## src/rtl/ibr_pkg.sv

```systemverilog
package ibr_pkg;
  localparam int WORD_W  = 64;
  localparam int ADDR_W  = 20;
  localparam int DATA_W  = 16;
  localparam int STAT_W  = 8;

  // MSB-first field numbering: field bit k is Verilog bit WORD_W-1-k
  localparam int OP_POS  = WORD_W - 1 - 0;
  localparam int ADDR_HI = WORD_W - 1 - 12;
  localparam int ADDR_LO = WORD_W - 1 - 31;
  localparam int STAT_HI = WORD_W - 1 - 32;
  localparam int STAT_LO = WORD_W - 1 - 39;
  localparam int DATA_HI = WORD_W - 1 - 48;
  localparam int DATA_LO = WORD_W - 1 - 63;

  localparam logic [STAT_W-1:0] ST_STORE_DONE = 8'h82;
  localparam logic [STAT_W-1:0] ST_FETCH_DONE = 8'h83;

  typedef enum logic {OP_STORE = 1'b0, OP_FETCH = 1'b1} ibr_op_e;
endpackage

```

## src/rtl/ibr_store.sv

```systemverilog
module ibr_store #(
  parameter int ENTRIES = 256,
  parameter int ADDR_W  = 20,
  parameter int DATA_W  = 16
) (
  input  logic              clk,
  input  logic              rst,
  input  logic              we,
  input  logic [ADDR_W-1:0] waddr,
  input  logic [DATA_W-1:0] wdata,
  input  logic              re,
  input  logic [ADDR_W-1:0] raddr,
  output logic [DATA_W-1:0] rdata
);
  localparam int IDX_W = (ENTRIES > 1) ? $clog2(ENTRIES) : 1;
  localparam logic [ADDR_W:0] LIMIT = (ADDR_W+1)'(ENTRIES);

  logic [DATA_W-1:0] mem [ENTRIES];
  logic [ENTRIES-1:0] valid_q;
  logic [DATA_W-1:0] rd_q;
  logic              rd_ok_q;

  logic w_in, r_in;
  logic [IDX_W-1:0] widx, ridx;
  assign w_in = ({1'b0, waddr} < LIMIT);
  assign r_in = ({1'b0, raddr} < LIMIT);
  assign widx = waddr[IDX_W-1:0];
  assign ridx = raddr[IDX_W-1:0];

  // data array: no reset, single write port and registered read, RAM friendly
  always_ff @(posedge clk) begin
    if (we && w_in) mem[widx] <= wdata;
    if (re) rd_q <= mem[ridx];
  end

  // valid flags give the cleared-after-reset view
  always_ff @(posedge clk) begin
    if (rst) begin
      valid_q <= '0;
      rd_ok_q <= 1'b0;
    end else begin
      if (we && w_in) valid_q[widx] <= 1'b1;
      if (re) rd_ok_q <= r_in && valid_q[ridx];
    end
  end

  assign rdata = rd_ok_q ? rd_q : '0;

  assert_oor_fetch_zero_R6: assert property (@(posedge clk) disable iff (rst)
    (re && !r_in) |=> (rdata == '0));
endmodule

```

## src/rtl/ibr_ctrl.sv

```systemverilog
module ibr_ctrl
  import ibr_pkg::*;
(
  input  logic              clk,
  input  logic              rst,
  input  logic              host_wr,
  input  logic [WORD_W-1:0] host_wdata,
  output logic [WORD_W-1:0] word,
  output logic              busy,
  output logic [ADDR_W-1:0] dbg_addr,
  output logic [DATA_W-1:0] dbg_data,
  output logic              mem_we,
  output logic [ADDR_W-1:0] mem_waddr,
  output logic [DATA_W-1:0] mem_wdata,
  output logic              mem_re,
  output logic [ADDR_W-1:0] mem_raddr,
  input  logic [DATA_W-1:0] mem_rdata
);
  logic [WORD_W-1:0] word_q;
  logic              busy_q;
  logic [ADDR_W-1:0] dbg_addr_q;
  logic [DATA_W-1:0] dbg_data_q;

  logic    launch;
  ibr_op_e op;
  logic [ADDR_W-1:0] cur_addr;
  logic [DATA_W-1:0] cur_data;

  assign launch   = host_wr && !busy_q;
  assign op       = ibr_op_e'(word_q[OP_POS]);
  assign cur_addr = word_q[ADDR_HI:ADDR_LO];
  assign cur_data = word_q[DATA_HI:DATA_LO];

  assign mem_we    = busy_q && (op == OP_STORE);
  assign mem_waddr = cur_addr;
  assign mem_wdata = cur_data;
  assign mem_re    = launch;
  assign mem_raddr = host_wdata[ADDR_HI:ADDR_LO];

  always_ff @(posedge clk) begin
    if (rst) begin
      word_q     <= '0;
      busy_q     <= 1'b0;
      dbg_addr_q <= '0;
      dbg_data_q <= '0;
    end else if (busy_q) begin
      busy_q     <= 1'b0;
      dbg_addr_q <= cur_addr;
      if (op == OP_FETCH) begin
        word_q[DATA_HI:DATA_LO] <= mem_rdata;
        word_q[STAT_HI:STAT_LO] <= word_q[STAT_HI:STAT_LO] | ST_FETCH_DONE;
        dbg_data_q              <= mem_rdata;
      end else begin
        word_q[STAT_HI:STAT_LO] <= word_q[STAT_HI:STAT_LO] | ST_STORE_DONE;
        dbg_data_q              <= cur_data;
      end
    end else if (launch) begin
      word_q                  <= host_wdata;
      word_q[STAT_HI:STAT_LO] <= '0;
      busy_q                  <= 1'b1;
    end
  end

  assign word     = word_q;
  assign busy     = busy_q;
  assign dbg_addr = dbg_addr_q;
  assign dbg_data = dbg_data_q;

  assert_launch_loads_R2: assert property (@(posedge clk) disable iff (rst)
    launch |=> (busy_q && word_q[STAT_HI:STAT_LO] == '0
                && word_q[ADDR_HI:ADDR_LO] == $past(host_wdata[ADDR_HI:ADDR_LO])));
  assert_one_cycle_R3: assert property (@(posedge clk) disable iff (rst)
    busy_q |=> !busy_q);
  assert_store_status_R4: assert property (@(posedge clk) disable iff (rst)
    (busy_q && !word_q[OP_POS]) |=> (word_q[STAT_HI:STAT_LO] == ST_STORE_DONE
                                     && word_q[DATA_HI:DATA_LO] == $past(word_q[DATA_HI:DATA_LO])));
  assert_fetch_status_R5: assert property (@(posedge clk) disable iff (rst)
    (busy_q && word_q[OP_POS]) |=> (word_q[STAT_HI:STAT_LO] == ST_FETCH_DONE
                                    && word_q[WORD_W-1:STAT_HI+1] == $past(word_q[WORD_W-1:STAT_HI+1])));
  assert_debug_addr_R7: assert property (@(posedge clk) disable iff (rst)
    busy_q |=> (dbg_addr_q == $past(cur_addr)));
  assert_busy_write_ignored_R8: assert property (@(posedge clk) disable iff (rst)
    (busy_q && host_wr) |=> (word_q[ADDR_HI:ADDR_LO] == $past(word_q[ADDR_HI:ADDR_LO])));
endmodule

```

## src/rtl/ind_reg_bridge.sv

```systemverilog
module ind_reg_bridge #(
  parameter int ENTRIES = 256
) (
  input  logic        clk,
  input  logic        rst,
  input  logic        host_wr,
  input  logic [63:0] host_wdata,
  output logic [63:0] host_rdata,
  output logic        busy,
  output logic [19:0] dbg_addr,
  output logic [15:0] dbg_data
);
  import ibr_pkg::*;

  logic              mem_we, mem_re;
  logic [ADDR_W-1:0] mem_waddr, mem_raddr;
  logic [DATA_W-1:0] mem_wdata, mem_rdata;

  ibr_ctrl u_ctrl (
    .clk        (clk),
    .rst        (rst),
    .host_wr    (host_wr),
    .host_wdata (host_wdata),
    .word       (host_rdata),
    .busy       (busy),
    .dbg_addr   (dbg_addr),
    .dbg_data   (dbg_data),
    .mem_we     (mem_we),
    .mem_waddr  (mem_waddr),
    .mem_wdata  (mem_wdata),
    .mem_re     (mem_re),
    .mem_raddr  (mem_raddr),
    .mem_rdata  (mem_rdata)
  );

  ibr_store #(
    .ENTRIES (ENTRIES),
    .ADDR_W  (ADDR_W),
    .DATA_W  (DATA_W)
  ) u_store (
    .clk   (clk),
    .rst   (rst),
    .we    (mem_we),
    .waddr (mem_waddr),
    .wdata (mem_wdata),
    .re    (mem_re),
    .raddr (mem_raddr),
    .rdata (mem_rdata)
  );
endmodule

```

## config.mk

```make
export PLATFORM = sky130hd
export DESIGN_NAME = ind_reg_bridge
export DESIGN_NICKNAME = d
export VERILOG_FILES = /design/src/rtl/ibr_pkg.sv /design/src/rtl/ibr_store.sv /design/src/rtl/ibr_ctrl.sv /design/src/rtl/ind_reg_bridge.sv
export SDC_FILE = /design/constraint.sdc
export NUM_CORES = 2
export LEC_CHECK = 0
export BUFFER_PORTS_ARGS = -buffer_cell sky130_fd_sc_hd__buf_2
export CELL_PAD_IN_SITES_DETAIL_PLACEMENT = 1
export CELL_PAD_IN_SITES_GLOBAL_PLACEMENT = 2
export CORE_MARGIN = 3
export CORE_UTILIZATION = 50
export CTS_CLUSTER_DIAMETER = 100
export DETAILED_ROUTE_END_ITERATION = 10
export PLACE_DENSITY_LB_ADDON = 0.05
export SLEW_MARGIN = 10
export SYNTH_ARGS = -nofsm -noshare
export SYNTH_HDL_FRONTEND = slang
export SYNTH_HIERARCHICAL = 1
export SYNTH_SLANG_ARGS = --single-unit
export TNS_END_PERCENT = 100
```

## constraint.sdc

```tcl
create_clock -name clk -period 5.88 [get_ports clk]
set_input_delay 0.882 -clock clk [delete_from_list [all_inputs] [get_ports clk]]
set_output_delay 0.882 -clock clk [all_outputs]
set_load 0.02 [all_outputs]
```

# --- Yosys cells after proc, flatten, opt, wreduce, memory -nomap -nowiden ---
# Memory sizes are Yosys's and may differ from the RTL's. A register that Yosys moved wholly into a read port is not among the register bits.
# Cells that the tools add are included.
totals:
  n_memories: 1
  in_bits: 67
  output_inout_bits: 101
  regBits: 358
  ram_bits: 4096
  elab_cells: 42
op_classes:
  n_lt_le_gt_ge: 5
  reduce_logical: 10
  n_eq_ne: 1
  muxes: 13
  n_bitwise: 3
memory_table:
  columns: ["name", "depth", "word_bits", "read_ports", "rd_clocked_by_memory_dff", "wr", "line", "source"]
  rows:
  - ["u_store.mem", 256, 16, 1, 1, 1, "ibr_store.sv:18", "logic [DATA_W-1:0] mem [ENTRIES];"]
op_table:
  columns: ["cell", "count"]
  rows:
  - ["$or A256 B256 Y256", 1]
  - ["$mux W16", 3]
  - ["$lt A20 B9 Y1 const B", 2]
  - ["$mux W32", 1]
  - ["$lt A8 B9 Y1 const B", 2]
  - ["$bmux W1 S8", 1]
  - ["$demux W1 S8", 1]
  - ["$ge A8 B1 Y1 const B", 1]
  - ["$mux W8", 1]
  - ["$mux W1", 6]
  - ["$logic_and A1 B1 Y1", 5]
  - ["$reduce_and A2 Y1", 2]
  - ["$ne A2 B1 Y1 const B", 1]
  - ["$not A1 Y1", 2]
  - ["$reduce_bool A2 Y1", 1]
  - ["$reduce_or A2 Y1", 1]
  - ["$logic_not A1 Y1", 1]

# --- Depth between registers and ports, before layout ---
depth:
  word_depth: 5
  ltp_mapped: 12
  ltp_nobuf: 8

# --- Cells and area by module ---
# The synthesis kept the hierarchy.
modules_own_cells:
  columns: ["mod", "seq_area_each_um2", "area_each_um2", "cells_each", "instances"]
  rows:
  - ["ibr_store", 128623.4, 165192.2, 7579, 1]
  - ["ibr_ctrl", 1901.8, 4201.5, 442, 1]

# --- Worst setup path before layout ---
# No wires, ideal clock.
synth_path:
  path_kind: "register to output"
  from: "register u_ctrl.word_q[0] (netlist: u_ctrl/word[0])"
  to: "output host_rdata[0]"
  arrival_time_ps: 3948
  stages_incl_launch_ff: 2
  required_time_ps: 4998
  path_slack_ps: 1050
  n_path_buf: 1
  cell_sequence: "dfxtp_1 -> buf_4"
synth_lines:
  columns: ["element", "line", "source"]
  rows:
  - ["from (decl)", "ibr_ctrl.sv:19", "logic [WORD_W-1:0] word_q;"]
  - ["from (signal, indexed assignment)", "ibr_ctrl.sv:50", "word_q[DATA_HI:DATA_LO] <= mem_rdata;"]
  - ["from (signal, indexed assignment)", "ibr_ctrl.sv:51", "word_q[STAT_HI:STAT_LO] <= word_q[STAT_HI:STAT_LO] | ST_FETCH_DONE;"]
  - ["from (signal, indexed assignment)", "ibr_ctrl.sv:54", "word_q[STAT_HI:STAT_LO] <= word_q[STAT_HI:STAT_LO] | ST_STORE_DONE;"]
  - ["to (decl)", "ind_reg_bridge.sv:8", "output logic [63:0] host_rdata,"]
# No word-level cell between the ends.

# --- Worst setup path after layout ---
layout_path:
  from: "register u_ctrl.busy_q (netlist: u_ctrl/busy)"
  to: "memory u_store.mem[243][3] (enable)"
layout_via:
  elab_chain_cells: 4
layout_lines:
  columns: ["element", "line", "source"]
  rows:
  - ["from (decl)", "ibr_ctrl.sv:20", "logic busy_q;"]
  - ["from (signal assigned)", "ibr_ctrl.sv:43", "busy_q <= 1'b0;"]
  - ["from (signal assigned)", "ibr_ctrl.sv:47", "busy_q <= 1'b0;"]
  - ["from (signal assigned)", "ibr_ctrl.sv:60", "busy_q <= 1'b1;"]
  - ["$logic_and A1 B1 Y1", "ibr_ctrl.sv:34", "assign mem_we = busy_q && (op == OP_STORE);"]
  - ["via mem_we", "ind_reg_bridge.sv:15", "logic mem_we, mem_re;"]
  - ["$logic_and A1 B1 Y1", "ibr_store.sv:32", "if (we && w_in) mem[widx] <= wdata;"]
  - ["$mux W1", "ibr_store.sv:32", null]
  - ["$mux W1 (implied by the code)", "ibr_store.sv:32", null]
  - ["to (decl)", "ibr_store.sv:18", null]
# The timed path passes the listed nets, and every way through them passes these cells.

==> results_dict.tcl <==
set metrics [dict create \
    fin_crit_sh 0.822 \
    yosysTopAreaCellShare 0.729 \
    post-route-min-period_ns 4.83 \
    clock_latency_ns 0.98 \
    drv_slew 0 \
    syn2layout_area_growth_pct 13.9 \
    powerDensity_mw_per_mm2 351 \
    drc 0 \
    cp.arrival_ns 5.47 \
    grt_max_degree 194 \
    synth_area_leaders "edfxtp_1 73%, mux4_2 14%, dfxtp_1 4.2%, nor2_1 1.7%, a221oi_1 1.3%" \
    p_int_w 0.0531 \
    place_area_mm2 0.178 \
    startpoint_type "flop" \
    die_h_um 588 \
    die_width_um 588 \
    design.core.area_mm2 0.337 \
    layout_common_cells "4,112 x edfxtp_1, 1,076 x mux4_2, 720 x nor2_1" \
    tns_ns 0 \
    leakagePower_nw 59.7 \
    yosysSeqAreaShare 0.771 \
    rr_worst_depth 7 \
    min_delay_path_depth 3 \
    port_buffers 154 \
    hp-start "host_wdata[62]" \
    postRouteAntennaNets 0 \
    swShare 0.216 \
    crit_type "reg2reg" \
    clock.fmax_mhz 207 \
    grt_pass1_vias 87800 \
    power.switching_w 0.0146 \
    combPwrFrac 0.049 \
    h-tree-depth 5 \
    stdcell_count 13500 \
    cts.sinks 4464 \
    grt_pass1_wl_mm 680 \
    irDropWorstVdd_v 0.000325 \
    tritoncts "yes" \
    slew_headroom 0.0785 \
    ys_seq_elements 4464 \
    route.vias.total 86100 \
    ys_types 55 \
    root_buffer "clkbuf_16" \
    post_cts_buffers 0 \
    dieArea_mm2 0.346 \
    antenna_found_initial 26 \
    rr_startpoint "u_ctrl/busy" \
    finalInstanceArea_mm2 0.193 \
    synth_edf_count 4112 \
    r2r_setup_slack_ns 1.05 \
    rows 213 \
    post-dp-hpwl_mm 286 \
    reg2reg_to "u_store/mem[243][3]" \
    io_pins 168 \
    fin_nets 8659 \
    power_frac_clock 0.435 \
    synthArstFlopShare 0 \
    drive_gt1_frac 0.287 \
    final_core_util 0.573 \
    wl_mm 479 \
    seqPwrFrac 0.516 \
    holdWs_ns 0.147 \
    startpoint "u_ctrl/busy" \
    globalRoute.totalOverflow 0 \
    gp_congestion 0.820 \
    synthCells 8021 \
    start_util 0.503 \
    wire_per_inst_um 35.4 \
    layout_commonest_cell "edfxtp_1" \
    cts_resized 0 \
    rsz0062_at_grt "no" \
    holdPathEnd "u_ctrl/word[62]" \
    status "complete, no violations" \
    drt-pass1-iter-count 6 \
    viasPerCell 6.37 \
    fillers 28300 \
    grt_usage 0.276 \
    ctsHoldBuffers 0 \
    hp-class "in2reg" \
    drt-initial-drc-count 10700 \
    synth-main-ff-cell "edfxtp_1" \
    maxCapViolCount 0 \
    yosysTopAreaCell "edfxtp_1" \
    worstMarginPinSlew_ns 1.38 \
    path_clk_slew_ns 0.06 \
    crit_required_ns 6.52 \
    ctsLongestPathBuffers 4 \
    syn_area_per_cell_um2 21.1 \
    worstPathMaxFanout 16 \
    finClkSkew_ns 0.0475 \
    setup_viol 0 \
    synth_warnings 6 \
    critPathCaptureType "flop" \
    numCtsBuffers 464 \
    finalHoldViolations 0 \
    dpl.cell_count 12600 \
    syn_area_mm2 0.169 \
]
-- final cells by class --
type	count	area, um^2	area share
diodes	20	50.0	0.000259
clock buffers	612	12700	0.0659
clock inverters	249	2590	0.0134
inverters	7	31.3	0.000162
multi-input cells	3000	36000	0.187
flip-flops and latches	4464	131000	0.677
well taps	4515	5650	0.0293
repair buffers	655	5250	0.0272
-- metrics by stage --
stage	total power, W	setup WS [ns]
6_report	0.0677	1.05
5_1_grt	0.0698	0.955
4_1_cts	0.0683	1.12
3_5_place_dp	0.0390	0.740
3_3_place_gp	0.0389	0.712
2_1_floorplan	0.0376	1.05
-- synthesized netlist by cell type, types with 3 or more instances --
cell / instances
o21ba_2: 19
or2_2: 3
a22oi_1: 6
a21oi_2: 9
buf_6: 54
nand2_1: 102
a21oi_1: 37
and3_1: 3
nand2_2: 9
nor4_1: 3
nor2b_1: 16
dfxtp_1: 352
and2_1: 17
a31oi_1: 4
a211oi_1: 15
buf_2: 148
edfxtp_1: 4112
clkbuf_1: 226
nand2b_1: 4
buf_4: 100
nor2_1: 781
mux4_2: 1076
mux2i_1: 76
a211oi_2: 7
inv_1: 4
mux2_2: 8
o21ai_1: 65
nand4_1: 21
o22ai_2: 10
nand3_1: 16
o22ai_1: 139
a221oi_1: 257
a22o_1: 256
a2111oi_0: 4
o21ai_0: 3
o31ai_1: 3
nor3_1: 9
buf_1: 24
-- metal layers --
metal  GRT usage  part of all wire  vias to the layer above
met5           0                 0                        -
met4      0.0662             0.025                        0
met3      0.0439             0.075                      507
met2       0.422              0.47                     3544
met1       0.420              0.43                    47400
li1            -                 -                    34700
-- worst max-delay path, stage by stage (launching register included) --
cell and delay, ns:
dfxtp_4 0.64, nor2b_1 0.21, nor4b_1 0.25, nand4_1 0.68
nor3_1 0.69, nand3_1 0.73, nor2_2 0.89, buf_4 0.35
-- sequential cells by signal, summed over array words and instances, names as in the netlist --
name,flops
u_ctrl/word,58
u_ctrl/dbg_data,16
u_store/rd_ok_q,1
u_store/rd_q,16
u_store/valid_q,256
u_ctrl/dbg_addr,20
u_ctrl/busy,1
u_store/mem,4096
-- power groups by stage --
stage | logic (W) | clock network (W) | registers, W
after CTS | 0.00335 | 0.0300 | 0.0350
after global placement | 0.00326 | 0 | 0.0356
after floorplan | 0.00170 | 0 | 0.0359
after global routing | 0.00350 | 0.0313 | 0.0349
final | 0.00332 | 0.0294 | 0.0350
after detailed placement | 0.00334 | 0 | 0.0356
-- kinds of logic (layout without fill, tap and decap cells) --
| family | after synthesis | in the layout | share of synthesized area |
|---|---|---|---|
| compound gates | 845 | 845 | 0.0397 |
| mux | 1160 | 1160 | 0.148 |
| simple gates | 990 | 990 | 0.0234 |
| flops | 4464 | 4464 | 0.771 |
| other cells | 1 | 25 | 0.0000221 |
| buf+inv | 561 | 1523 | 0.0183 |
-- worst max-delay path by stage --
| stage | end | slack [ns] | cells after the start |
|---|---|---|---|
| after floorplan | host_rdata[0] | 1.05 | 1 |
| after global placement | u_store/rd_q[0] | 0.71 | 8 |
| after detailed placement | u_store/rd_q[0] | 0.74 | 8 |
| after CTS | u_store/mem[242][3] | 1.12 | 7 |
| after global routing | u_store/mem[243][10] | 0.95 | 7 |
| final | u_store/mem[243][3] | 1.05 | 7 |
Power figures use the tool's default switching activity.
